[src/rtl/flash_sr_pkg.sv]
package flash_sr_pkg;

    typedef enum logic [2:0] {
        OP_NONE, OP_WREN, OP_WRDI, OP_WRSR,
        OP_PROG, OP_SERASE, OP_BERASE, OP_CERASE
    } op_e;

    // Normal-mode non-volatile set, ordered as it appears in bits 7:2
    typedef struct packed {
        logic       srp;
        logic       wpdis;
        logic [3:0] level;
    } nv_bits_t;

    // OTP-mode set
    typedef struct packed {
        logic lock;
        logic side;
        logic gran;
        logic ebl;
    } otp_bits_t;

    typedef struct packed {
        logic accept;
        logic reject;
        logic wel_set;
        logic wel_clr;
        logic load_nv;
        logic load_otp;
        logic start;
    } verdict_t;

    function automatic op_e pick_op(input logic wren, input logic wrdi,
                                    input logic wrsr, input logic prog,
                                    input logic serase, input logic berase,
                                    input logic cerase);
        if (wrsr)        return OP_WRSR;
        else if (prog)   return OP_PROG;
        else if (serase) return OP_SERASE;
        else if (berase) return OP_BERASE;
        else if (cerase) return OP_CERASE;
        else if (wrdi)   return OP_WRDI;
        else if (wren)   return OP_WREN;
        return OP_NONE;
    endfunction

    function automatic logic [7:0] nv_view(input nv_bits_t nv, input logic wel,
                                           input logic wip);
        return {nv.srp, nv.wpdis, nv.level, wel, wip};
    endfunction

    function automatic logic [7:0] otp_view(input otp_bits_t o, input logic wel,
                                            input logic wip);
        return {o.lock, o.side, 1'b0, o.gran, o.ebl, 1'b0, wel, wip};
    endfunction

endpackage

[src/rtl/sr_region_check.sv]
module sr_region_check #(
    parameter int NBLK_LOG2 = 4,
    parameter int SEC_LOG2  = 4
) (
    input  logic [NBLK_LOG2+SEC_LOG2-1:0] addr,
    input  logic [3:0]                    level,
    input  logic                          side,
    input  logic                          gran,
    input  logic                          ebl,
    output logic                          level_hit,
    output logic                          boot_blk_hit,
    output logic                          boot_sec_hit
);
    localparam int AW   = NBLK_LOG2 + SEC_LOG2;
    localparam int NBLK = 1 << NBLK_LOG2;

    logic [NBLK_LOG2-1:0] blk;
    logic [NBLK_LOG2-1:0] lock_blk;
    logic [AW-1:0]        lock_sec;
    logic [NBLK_LOG2:0]   span;
    logic [NBLK_LOG2:0]   first_blk;

    assign blk      = addr[AW-1:SEC_LOG2];
    assign lock_blk = side ? '0 : '1;
    assign lock_sec = side ? '0 : '1;

    always_comb begin
        span      = '0;
        first_blk = (NBLK_LOG2+1)'(NBLK);
        level_hit = 1'b0;
        if (level != 4'd0) begin
            if (int'(level) > NBLK_LOG2) begin
                level_hit = 1'b1;
            end else begin
                span      = (NBLK_LOG2+1)'(1) << (level - 4'd1);
                first_blk = (NBLK_LOG2+1)'(NBLK) - span;
                level_hit = ({1'b0, blk} >= first_blk);
            end
        end
    end

    assign boot_blk_hit = ebl && (blk == lock_blk);
    assign boot_sec_hit = ebl && (gran ? (addr == lock_sec) : (blk == lock_blk));

endmodule

[src/rtl/sr_busy_timer.sv]
module sr_busy_timer #(
    parameter int CW = 4
) (
    input  logic          clk,
    input  logic          rst,
    input  logic          start,
    input  logic [CW-1:0] load,
    output logic          busy,
    output logic          done
);
    logic [CW-1:0] cnt_q;

    always_ff @(posedge clk) begin
        if (rst)                cnt_q <= '0;
        else if (start)         cnt_q <= load;
        else if (cnt_q != '0)   cnt_q <= cnt_q - 1'b1;
    end

    assign busy = (cnt_q != '0);
    assign done = (cnt_q == CW'(1));

    AST_START_ONLY_IDLE: assert property (@(posedge clk) disable iff (rst)
        start |-> !busy);
    AST_BUSY_AFTER_START: assert property (@(posedge clk) disable iff (rst)
        (start && load != '0) |=> busy);
    AST_DONE_ENDS_BUSY: assert property (@(posedge clk) disable iff (rst)
        done |=> !busy);

endmodule

[src/rtl/sr_cmd_judge.sv]
module sr_cmd_judge
    import flash_sr_pkg::*;
(
    input  op_e      op,
    input  logic     wel,
    input  logic     busy,
    input  logic     hw_prot,
    input  logic     otp_mode,
    input  logic     otp_lock,
    input  logic     level_nz,
    input  logic     level_hit,
    input  logic     boot_blk_hit,
    input  logic     boot_sec_hit,
    input  logic     ebl,
    output verdict_t v
);
    logic ok;

    always_comb begin
        v  = '0;
        ok = 1'b0;
        if (!busy) begin
            unique case (op)
                OP_WREN: begin v.accept = 1'b1; v.wel_set = 1'b1; end
                OP_WRDI: begin v.accept = 1'b1; v.wel_clr = 1'b1; end
                OP_WRSR: ok = wel && !hw_prot;
                OP_PROG, OP_SERASE:
                    ok = wel && (otp_mode ? !otp_lock : !(level_hit || boot_sec_hit));
                OP_BERASE:
                    ok = wel && (otp_mode ? !otp_lock : !(level_hit || boot_blk_hit));
                OP_CERASE:
                    ok = wel && (otp_mode ? !otp_lock : !(level_nz || ebl));
                default: ok = 1'b0;
            endcase
            if (op != OP_NONE && op != OP_WREN && op != OP_WRDI) begin
                if (ok) begin
                    v.accept   = 1'b1;
                    v.start    = 1'b1;
                    v.load_nv  = (op == OP_WRSR) && !otp_mode;
                    v.load_otp = (op == OP_WRSR) && otp_mode;
                end else begin
                    v.reject  = 1'b1;
                    v.wel_clr = 1'b1;
                end
            end
        end
    end

endmodule

[src/rtl/flash_sr_guard.sv]
module flash_sr_guard
    import flash_sr_pkg::*;
#(
    parameter int NBLK_LOG2 = 4,
    parameter int SEC_LOG2  = 4,
    parameter int T_WRSR    = 3,
    parameter int T_PROG    = 5,
    parameter int T_SERASE  = 7,
    parameter int T_BERASE  = 9,
    parameter int T_CERASE  = 11
) (
    input  logic       clk,
    input  logic       rst,
    input  logic       cmd_wren,
    input  logic       cmd_wrdi,
    input  logic       cmd_wrsr,
    input  logic       cmd_prog,
    input  logic       cmd_sect_erase,
    input  logic       cmd_blk_erase,
    input  logic       cmd_chip_erase,
    input  logic [7:0] addr,
    input  logic [7:0] wr_data,
    input  logic       wp_n,
    input  logic       otp_mode,
    output logic [7:0] status_out,
    output logic       cmd_accepted,
    output logic       cmd_rejected
);
    localparam int AW   = NBLK_LOG2 + SEC_LOG2;
    localparam int TM1  = (T_WRSR > T_PROG) ? T_WRSR : T_PROG;
    localparam int TM2  = (T_SERASE > T_BERASE) ? T_SERASE : T_BERASE;
    localparam int TM3  = (TM1 > TM2) ? TM1 : TM2;
    localparam int TMAX = (TM3 > T_CERASE) ? TM3 : T_CERASE;
    localparam int CW   = $clog2(TMAX + 1);

    nv_bits_t      nv_q;
    otp_bits_t     otp_q;
    logic          wel_q;
    logic          acc_q, rej_q;
    op_e           op;
    verdict_t      v;
    logic          wip, done, hw_prot;
    logic          level_hit, boot_blk_hit, boot_sec_hit;
    logic [CW-1:0] load;

    assign op      = pick_op(cmd_wren, cmd_wrdi, cmd_wrsr, cmd_prog,
                             cmd_sect_erase, cmd_blk_erase, cmd_chip_erase);
    assign hw_prot = nv_q.srp && !nv_q.wpdis && !wp_n;

    always_comb begin
        unique case (op)
            OP_WRSR:   load = CW'(T_WRSR);
            OP_PROG:   load = CW'(T_PROG);
            OP_SERASE: load = CW'(T_SERASE);
            OP_BERASE: load = CW'(T_BERASE);
            OP_CERASE: load = CW'(T_CERASE);
            default:   load = '0;
        endcase
    end

    sr_region_check #(.NBLK_LOG2(NBLK_LOG2), .SEC_LOG2(SEC_LOG2)) u_region (
        .addr         (addr[AW-1:0]),
        .level        (nv_q.level),
        .side         (otp_q.side),
        .gran         (otp_q.gran),
        .ebl          (otp_q.ebl),
        .level_hit    (level_hit),
        .boot_blk_hit (boot_blk_hit),
        .boot_sec_hit (boot_sec_hit)
    );

    sr_cmd_judge u_judge (
        .op           (op),
        .wel          (wel_q),
        .busy         (wip),
        .hw_prot      (hw_prot),
        .otp_mode     (otp_mode),
        .otp_lock     (otp_q.lock),
        .level_nz     (nv_q.level != 4'd0),
        .level_hit    (level_hit),
        .boot_blk_hit (boot_blk_hit),
        .boot_sec_hit (boot_sec_hit),
        .ebl          (otp_q.ebl),
        .v            (v)
    );

    sr_busy_timer #(.CW(CW)) u_timer (
        .clk   (clk),
        .rst   (rst),
        .start (v.start),
        .load  (load),
        .busy  (wip),
        .done  (done)
    );

    always_ff @(posedge clk) begin
        if (rst) begin
            nv_q  <= '0;
            otp_q <= '0;
            wel_q <= 1'b0;
            acc_q <= 1'b0;
            rej_q <= 1'b0;
        end else begin
            acc_q <= v.accept;
            rej_q <= v.reject;
            if (v.wel_set)              wel_q <= 1'b1;
            else if (v.wel_clr || done) wel_q <= 1'b0;
            if (v.load_nv) nv_q <= nv_bits_t'(wr_data[7:2]);
            if (v.load_otp) begin
                otp_q.lock <= otp_q.lock | wr_data[7];
                if (!otp_q.ebl) begin
                    otp_q.side <= wr_data[6];
                    otp_q.gran <= wr_data[4];
                    otp_q.ebl  <= wr_data[3];
                end
            end
        end
    end

    assign status_out   = otp_mode ? otp_view(otp_q, wel_q, wip)
                                   : nv_view(nv_q, wel_q, wip);
    assign cmd_accepted = acc_q;
    assign cmd_rejected = rej_q;

    AST_ONE_VERDICT: assert property (@(posedge clk) disable iff (rst)
        !(acc_q && rej_q));
    AST_REJECT_CLEARS_WEL: assert property (@(posedge clk) disable iff (rst)
        rej_q |-> !wel_q);
    AST_START_NEEDS_WEL: assert property (@(posedge clk) disable iff (rst)
        v.start |-> wel_q);
    AST_BUSY_SILENT: assert property (@(posedge clk) disable iff (rst)
        (wip && op != OP_NONE) |=> (!acc_q && !rej_q));
    AST_HWP_BLOCKS_WRSR: assert property (@(posedge clk) disable iff (rst)
        (hw_prot && op == OP_WRSR && !wip) |=> rej_q);
    AST_CE_NEEDS_ZERO_LEVEL: assert property (@(posedge clk) disable iff (rst)
        (op == OP_CERASE && !otp_mode && nv_q.level != 4'd0) |=> !acc_q);
    AST_EBL_STICKY: assert property (@(posedge clk) disable iff (rst)
        otp_q.ebl |=> otp_q.ebl);
    AST_LOCK_STICKY: assert property (@(posedge clk) disable iff (rst)
        otp_q.lock |=> otp_q.lock);

endmodule

[config.mk]
export PLATFORM = sky130hd
export DESIGN_NAME = flash_sr_guard
export DESIGN_NICKNAME = d
export VERILOG_FILES = /design/src/rtl/flash_sr_pkg.sv /design/src/rtl/sr_region_check.sv /design/src/rtl/sr_busy_timer.sv /design/src/rtl/sr_cmd_judge.sv /design/src/rtl/flash_sr_guard.sv
export SDC_FILE = /design/constraint.sdc
export NUM_CORES = 1
export LEC_CHECK = 0
export BUFFER_PORTS_ARGS = -buffer_cell sky130_fd_sc_hd__buf_2
export CAP_MARGIN = 40
export CORE_MARGIN = 3
export CORE_UTILIZATION = 35
export DETAILED_ROUTE_END_ITERATION = 8
export PLACE_DENSITY = 0.59
export SLEW_MARGIN = 15
export SYNTH_ARGS = -nofsm -noshare
export SYNTH_HDL_FRONTEND = slang
export SYNTH_SLANG_ARGS = --single-unit
[constraint.sdc]
create_clock -name clk -period 8.8 [get_ports clk]
set_input_delay 2.64 -clock clk [delete_from_list [all_inputs] [get_ports clk]]
set_output_delay 2.64 -clock clk [all_outputs]
set_load 0.01 [all_outputs]
==> run summary, run 1 <==
Critical path
• worst reg2reg path startpoint: nv_q[2]$_SDFFE_PP0P_
• data required time at the worst endpoint: 6.16 ns
• Register-to-Register Path Depth: 11
• capturing element type of the critical path: output pin
• Critical R2R Capture: nv_q[4]$_SDFFE_PP0P_
• category of the worst setup path launch point: primary input
• Worst Setup Path Type: primary input to output pin
• CP arrival: 3.43 ns
• Crit Path Max Fanout: 14
• R2R setup slack: 5.72 ns

Clock tree
• Clock transition at path regs: 0.06 ns
• clock tree from TritonCTS: yes
• Sink Count: 17
• worst skew pair latency: 0.25 ns
• largest buffer count on any clock path: 2
• number of buffers added by the clock tree synthesis step: 3
• post-CTS resize count: 0
• post-cts hold buffer count: 0
• CTS H-Tree Depth: 1
• Clock Root Buffer: sky130_fd_sc_hd__clkbuf_8
• post-CTS setup repair buffer count: 0

Die
• Die Span Y: 69.6 um
• floorplan die area: 0.00484 sq mm
• horizontal die dimension: 69.6 um
• # IOs: 37
• effective utilization at floorplan: 37.5%
• floorplan row count: 22
• core box area: 0.00377 sq mm

Synth
• Post-Synth XOR/XNOR Area: 1.24%
• number of flip-flops and latches in the synthesized netlist: 17
• Post-Syn Instances: 168
• nets in the synthesized netlist: 202
• Post-Synth Adder-Cell Area: 6.19%
• fraction of the yosys area taken by sequential cells: 24.0%
• unique cell type count in the Yosys netlist: 56
• yosys synthesis warning count: 0
• post-synthesis average cell area: 8.42 sq um
• post-synthesis mux area share: 10.3%
• netlist area before placement: 0.00142 sq mm
• dominant synthesized flop cell: sky130_fd_sc_hd__dfxtp_1
• post-synthesis share of cell area spent on and, or, nand and nor gates: 27.9%
• number of enable flip-flop cells after synthesis: 0
• area fraction in compound gates after synthesis: 23.7%
• dominant combinational cell family by area after synthesis: simple AND/OR/NAND/NOR gates
• Async S/R FF share, synth: 0%

GRT
• All-Layer GR Usage: 13.8%
• wire length of the first global-routing pass: 5520 um
• via count of the first global-routing pass: 1223
• global route overflow: 0
• pin count of the biggest net entering global routing: 19
• initial antenna violation count: 0

Placement
• Port Buffer Count: 34
• Routability Congestion: 0.788
• HPWL after detailed placement: 2560 um

Final layout
• diode count: 0
• Layout area overhead: 15.7%
• number of nets at the end of the flow: 231
• fraction of layout instances using a drive strength above 1: 29.1%

Worst hold path
• worst hold path stage count: 2
• hold_sp: nv_q[5]$_SDFFE_PP0P_
• worst hold-check path type: register to register
• hold-critical path endpoint: nv_q[5]$_SDFFE_PP0P_

STA
• worst slew margin relative to its limit: 69.6%
• actual transition at the worst max-transition pin: 0.454 ns
• Tmin final: 6.07 ns
• Max Slew Vio Count: 0
• Final Hold Viols: 0
• FMAX: 0.165 GHz
• ratio of final minimum period to clock period: 68.9%
• Setup-failing EPs final: 0
• Final Hold Slack: 0.467 ns
• worst setup skew after layout: 0.00382 ns
• unrepaired setup endpoints after global routing: false
• Total Negative Setup Slacks: 0 ns

Routing
• final routed wire length divided by cell count: 13.0 um
• number of vias in the routed layout: 1279
• Residual DRC: 0
• mean number of vias per cell: 5.24
• iteration count of the initial detailed-routing pass: 4
• DRT Wirelength: 3180 um
• 1st-iter DRT viols: 46
• number of nets still failing antenna checks after routing: 0

Power
• power per cell area: 143 mW/mm^2
• worst vdd ir: 0.0716 mV
• leakage dissipation: 0.671 nW
• total power: 0.000235 W

Status
• status: completed

Job
• maxcap violations: 0

==> state kept, by name (all words and copies together) (netlist names) <==
name	cells
nv_q	6
otp_q	4
u_timer.cnt_q	4
cmd_accepted	1
cmd_rejected	1
wel_q	1
==> cell usage in the layout (no fill, tap or decap), types with 2 or more instances in the layout <==
cell type                    n
sky130_fd_sc_hd__nand3_1     2
sky130_fd_sc_hd__o31a_1      2
sky130_fd_sc_hd__nand2_1    19
sky130_fd_sc_hd__inv_1      10
sky130_fd_sc_hd__buf_2      34
sky130_fd_sc_hd__and2_1      2
sky130_fd_sc_hd__nand3b_1    2
sky130_fd_sc_hd__nor2_1     12
sky130_fd_sc_hd__dfxtp_1    17
sky130_fd_sc_hd__mux2i_1    10
sky130_fd_sc_hd__and3_1      5
sky130_fd_sc_hd__ha_1        7
sky130_fd_sc_hd__o21a_1      3
sky130_fd_sc_hd__o311ai_0    2
sky130_fd_sc_hd__a21oi_1     6
sky130_fd_sc_hd__xor2_1      2
sky130_fd_sc_hd__nor3_1      3
sky130_fd_sc_hd__a2111oi_2   2
sky130_fd_sc_hd__o21ai_0     4
sky130_fd_sc_hd__mux2_2      4
sky130_fd_sc_hd__clkbuf_8    3
sky130_fd_sc_hd__nor2b_1     5
sky130_fd_sc_hd__or3_1       2
sky130_fd_sc_hd__and4b_1     2
sky130_fd_sc_hd__nor4b_1     2
sky130_fd_sc_hd__a31oi_1     4
==> routing by layer <==
metal  wire [um]  GRT usage (%)  share of wire, %
met3         178           3.04               5.6
met5           0              0                 0
met1        1600           19.0                50
met4          33           3.90               1.0
met2        1370           21.4                43
==> cells in the mapped netlist (all sizes together) (3+ instances only) <==
cell type | instances | area share (%)
nand2 | 19 | 5.0
dfxtp | 17 | 24
nor2 | 13 | 3.6
inv | 10 | 2.7
mux2i | 10 | 7.1
a21oi | 7 | 2.7
buf | 7 | 3.0
ha | 7 | 6.2
and3 | 5 | 2.2
nor2b | 5 | 2.2
nor3 | 5 | 2.9
o21ai | 5 | 1.8
a31oi | 4 | 1.8
mux2 | 4 | 3.2
a2111oi | 3 | 4.1
clkbuf | 3 | 0.80
o21a | 3 | 1.6
o31ai | 3 | 2.9
==> worst max-delay path, stage by stage <==
cell                     delay (ns)
sky130_fd_sc_hd__buf_2         0.27
sky130_fd_sc_hd__mux2_2        0.37
sky130_fd_sc_hd__buf_2         0.14
==> cell type report <==
| cell class | instances | area, sq um |
|---|---|---|
| multi-input combinational | 130 | 980 |
| fill | 385 | 2130 |
| inverter | 11 | 41.3 |
| timing repair buffer | 34 | 170 |
| clock buffer | 3 | 41.3 |
| sequential | 17 | 340 |
| tap | 48 | 60.1 |
| clock inverter | 1 | 5.00 |
==> metrics by stage <==
stage	setup WS [ns]	utilization, %	area (sq um)	cells
2_1_floorplan	2.95	-	1420	168
3_3_place_gp	2.73	42.2	1590	240
3_5_place_dp	2.73	42.2	1590	240
4_1_cts	2.73	43.4	1640	244
5_1_grt	2.68	43.4	1640	244
6_report	2.73	43.4	1640	244
==> worst max-delay path by stage <==
| stage | from | to | slack (ns) | cells past startpoint |
|---|---|---|---|---|
| after floorplan | otp_mode | status_out[3] | 2.95 | 2 |
| after global placement | otp_mode | status_out[7] | 2.73 | 3 |
| after detailed placement | otp_mode | status_out[4] | 2.73 | 3 |
| after CTS | otp_mode | status_out[4] | 2.73 | 3 |
| after global routing | otp_mode | status_out[6] | 2.68 | 3 |
| final | otp_mode | status_out[6] | 2.73 | 3 |
==> logic make-up after synthesis <==
kind of cell / after synthesis
AO/OA/AOI/OAI: 39
adder cells (fa/ha/maj): 7
XOR/XNOR: 2
AND/OR/NAND/NOR: 68
buffers and inverters: 21
flip-flops: 17
multiplexers: 14
==> report_power, final <==
part / internal (W) / total, W / switching (W)
logic: 0.0000359 / 0.0000858 / 0.0000498
registers: 0.0000854 / 0.0000913 / 0.00000586
clock network: 0.0000314 / 0.0000579 / 0.0000265
total: 0.000153 / 0.000235 / 0.0000822
(Power assumes the default switching activity.)
==> inputs of run 2 (changes only) <==
PLACE_DENSITY = 0.61   (was 0.59)
clock period = 5 ns   (was 8.8 ns; I/O delays follow)
==> run 2 against run 1 <==
Wire length increased by 1.9%. Sequential cell count unchanged. Sequential share of layout area about the same. First-iteration DRC count decreased by 8.7%. Power increased by 78%.
==> run summary, run 2 (synthesis gave the netlist of run 1 again) <==
Status
• status: completed

Routing
• Residual DRC: 0, unchanged
• DRT Wirelength: 3240 um, +1.9%
• iteration count of the initial detailed-routing pass: 4, unchanged
• number of vias in the routed layout: 1318, +3.0%
• mean number of vias per cell: 5.40, +3.0%
• 1st-iter DRT viols: 42, -8.7%
• final routed wire length divided by cell count: 13.3 um, +1.9%
• number of nets still failing antenna checks after routing: 0, unchanged

Placement
• number of cells in the design after placement: 240, unchanged
• Port Buffer Count: 34, unchanged
• Routability Congestion: 0.771, -2.2%
• HPWL after detailed placement: 2590 um, +0.98%
• post-placement cell area: 0.00159 sq mm, unchanged

Final layout
• Layout area overhead: 15.6%, about the same
• post-route cell area: 0.00164 sq mm, about the same
• Non-Filler Instances: 244, unchanged
• largest registers in the final layout: nv_q: 6 flops, otp_q: 4 flops, u_timer.cnt_q: 4 flops
• fraction of layout instances using a drive strength above 1: 28.6%, -0.51 points
• most common library cell in the layout ignoring fill and taps: sky130_fd_sc_hd__buf_2
• register containing the most flip-flops in the final layout: nv_q
• flip-flop count of the largest register after layout: 6, unchanged
• diode count: 0, unchanged
• commonest cells after routing, fill and taps aside: sky130_fd_sc_hd__buf_2, sky130_fd_sc_hd__nand2_1, sky130_fd_sc_hd__dfxtp_1
• number of nets at the end of the flow: 231, unchanged

GRT
• pin count of the biggest net entering global routing: 19, unchanged
• wire length of the first global-routing pass: 5620 um, +1.7%
• initial antenna violation count: 0, unchanged
• via count of the first global-routing pass: 1235, +0.98%
• All-Layer GR Usage: 13.7%, -0.026 points
• global route overflow: 0, unchanged

Power
• share of power burned in combinational logic: 36.5%, about the same
• cell internal power dissipation: 0.000270 W, +77%
• worst vdd ir: 0.140 mV, +95%
• power per cell area: 256 mW/mm^2, +78%
• NetSw: 0.000148 W, +80%
• power share of the sequential group: 38.5%, -0.4 points
• Clock Power Share: 25.0%, +0.4 points
• fraction of power spent switching nets: 35.4%, +0.42 points
• leakage dissipation: 0.668 nW, -0.41%

Die
• Die Span Y: 69.6 um, unchanged
• horizontal die dimension: 69.6 um, unchanged
• core box area: 0.00377 sq mm, unchanged
• # IOs: 37, unchanged
• floorplan die area: 0.00484 sq mm, unchanged
• floorplan row count: 22, unchanged
• effective utilization at floorplan: 37.5%, unchanged

Critical path
• capturing element type of the critical path: output pin
• CP arrival: 2.30 ns, -1.13 ns
• Crit Path Max Fanout: 14, unchanged
• category of the worst setup path launch point: primary input
• Worst Setup Path Type: primary input to output pin
• data required time at the worst endpoint: 3.50 ns, -2.66 ns

Clock tree
• post-CTS resize count: 0, unchanged
• clock tree from TritonCTS: yes
• largest buffer count on any clock path: 2, unchanged
• Clock transition at path regs: 0.07 ns, about the same
• post-CTS setup repair buffer count: 0, unchanged
• worst skew pair latency: 0.25 ns, about the same
• number of buffers added by the clock tree synthesis step: 3, unchanged
• Sink Count: 17, unchanged
• Clock Root Buffer: sky130_fd_sc_hd__clkbuf_8
• post-cts hold buffer count: 0, unchanged
• CTS H-Tree Depth: 1, unchanged

STA
• ratio of final minimum period to clock period: 76.1%
• actual transition at the worst max-transition pin: 0.482 ns, +0.0282 ns
• Max Slew Vio Count: 0, unchanged
• Tmin final: 3.80 ns
• FMAX: 0.263 GHz
• Final Hold Viols: 0, unchanged
• Total Negative Setup Slacks: 0 ns, unchanged
• worst setup skew after layout: 0.000428 ns, -0.00339 ns
• unrepaired setup endpoints after global routing: false
• Setup-failing EPs final: 0, unchanged
• worst slew margin relative to its limit: 67.7%, -1.9 points

Job
• maxcap violations: 0, unchanged

Worst hold path
• worst hold-check path type: register to register

-- run 2: changes by cell type in the layout (fill, tap and decap cells not counted) --
| cell | delta |
|---|---|
| sky130_fd_sc_hd__clkbuf_1 | +1 |
| sky130_fd_sc_hd__clkinv_2 | -1 |
-- run 2: path summary, 6_finish.rpt --
path	start	cells after the start	slack, ns	to
max	otp_mode	3	1.20	status_out[6]
max reg2reg	nv_q[2]$_SDFFE_PP0P_	11	1.85	u_timer.cnt_q[3]$_SDFFE_PP0P_
min reg2reg	nv_q[5]$_SDFFE_PP0P_	2	0.48	nv_q[5]$_SDFFE_PP0P_
min	nv_q[5]$_SDFFE_PP0P_	2	0.48	nv_q[5]$_SDFFE_PP0P_
-- run 2: stage by stage --
step,hold slack [ns],setup WS (ns),power (W),utilization [%]
6_report,0.477,1.20,0.000419,43.4
3_3_place_gp,0.457,1.21,0.000315,42.2
4_1_cts,0.472,1.20,0.000421,43.4
3_5_place_dp,0.463,1.20,0.000315,42.2
5_1_grt,0.498,1.15,0.000452,43.4
2_1_floorplan,0.440,1.43,0.000278,-
-- run 2: cell type report --
cell class,instances,area (sq um)
Clock buffer,4,45.0
Sequential cell,17,340
Multi-Input combinational cell,130,980
Inverter,11,41.3
Fill cell,389,2130
Timing Repair Buffer,34,170
Tap cell,48,60.1
-- run 2: layer usage --
layer | track usage [%] | routed length (um) | vias up | part of all wire [%]
met2 | 21.2 | 1410 | 30 | 44
li1 | - | - | 675 | -
met3 | 1.30 | 121 | 5 | 3.7
met5 | 0 | 0 | - | 0
met1 | 19.4 | 1650 | 608 | 51
met4 | 5.86 | 60 | 0 | 1.9
-- run 2: power by group through the flow --
stage / logic, W / clock network (W) / registers, W
2_1_floorplan: 0.000114 / 0 / 0.000164
4_1_cts: 0.000152 / 0.000107 / 0.000161
6_report: 0.000153 / 0.000105 / 0.000161
3_3_place_gp: 0.000152 / 0 / 0.000163
5_1_grt: 0.000172 / 0.000115 / 0.000164
3_5_place_dp: 0.000151 / 0 / 0.000164
-- run 2: critical path: stages --
cell and delay [ns]:
sky130_fd_sc_hd__buf_2 0.28, sky130_fd_sc_hd__mux2_2 0.38, sky130_fd_sc_hd__buf_2 0.14
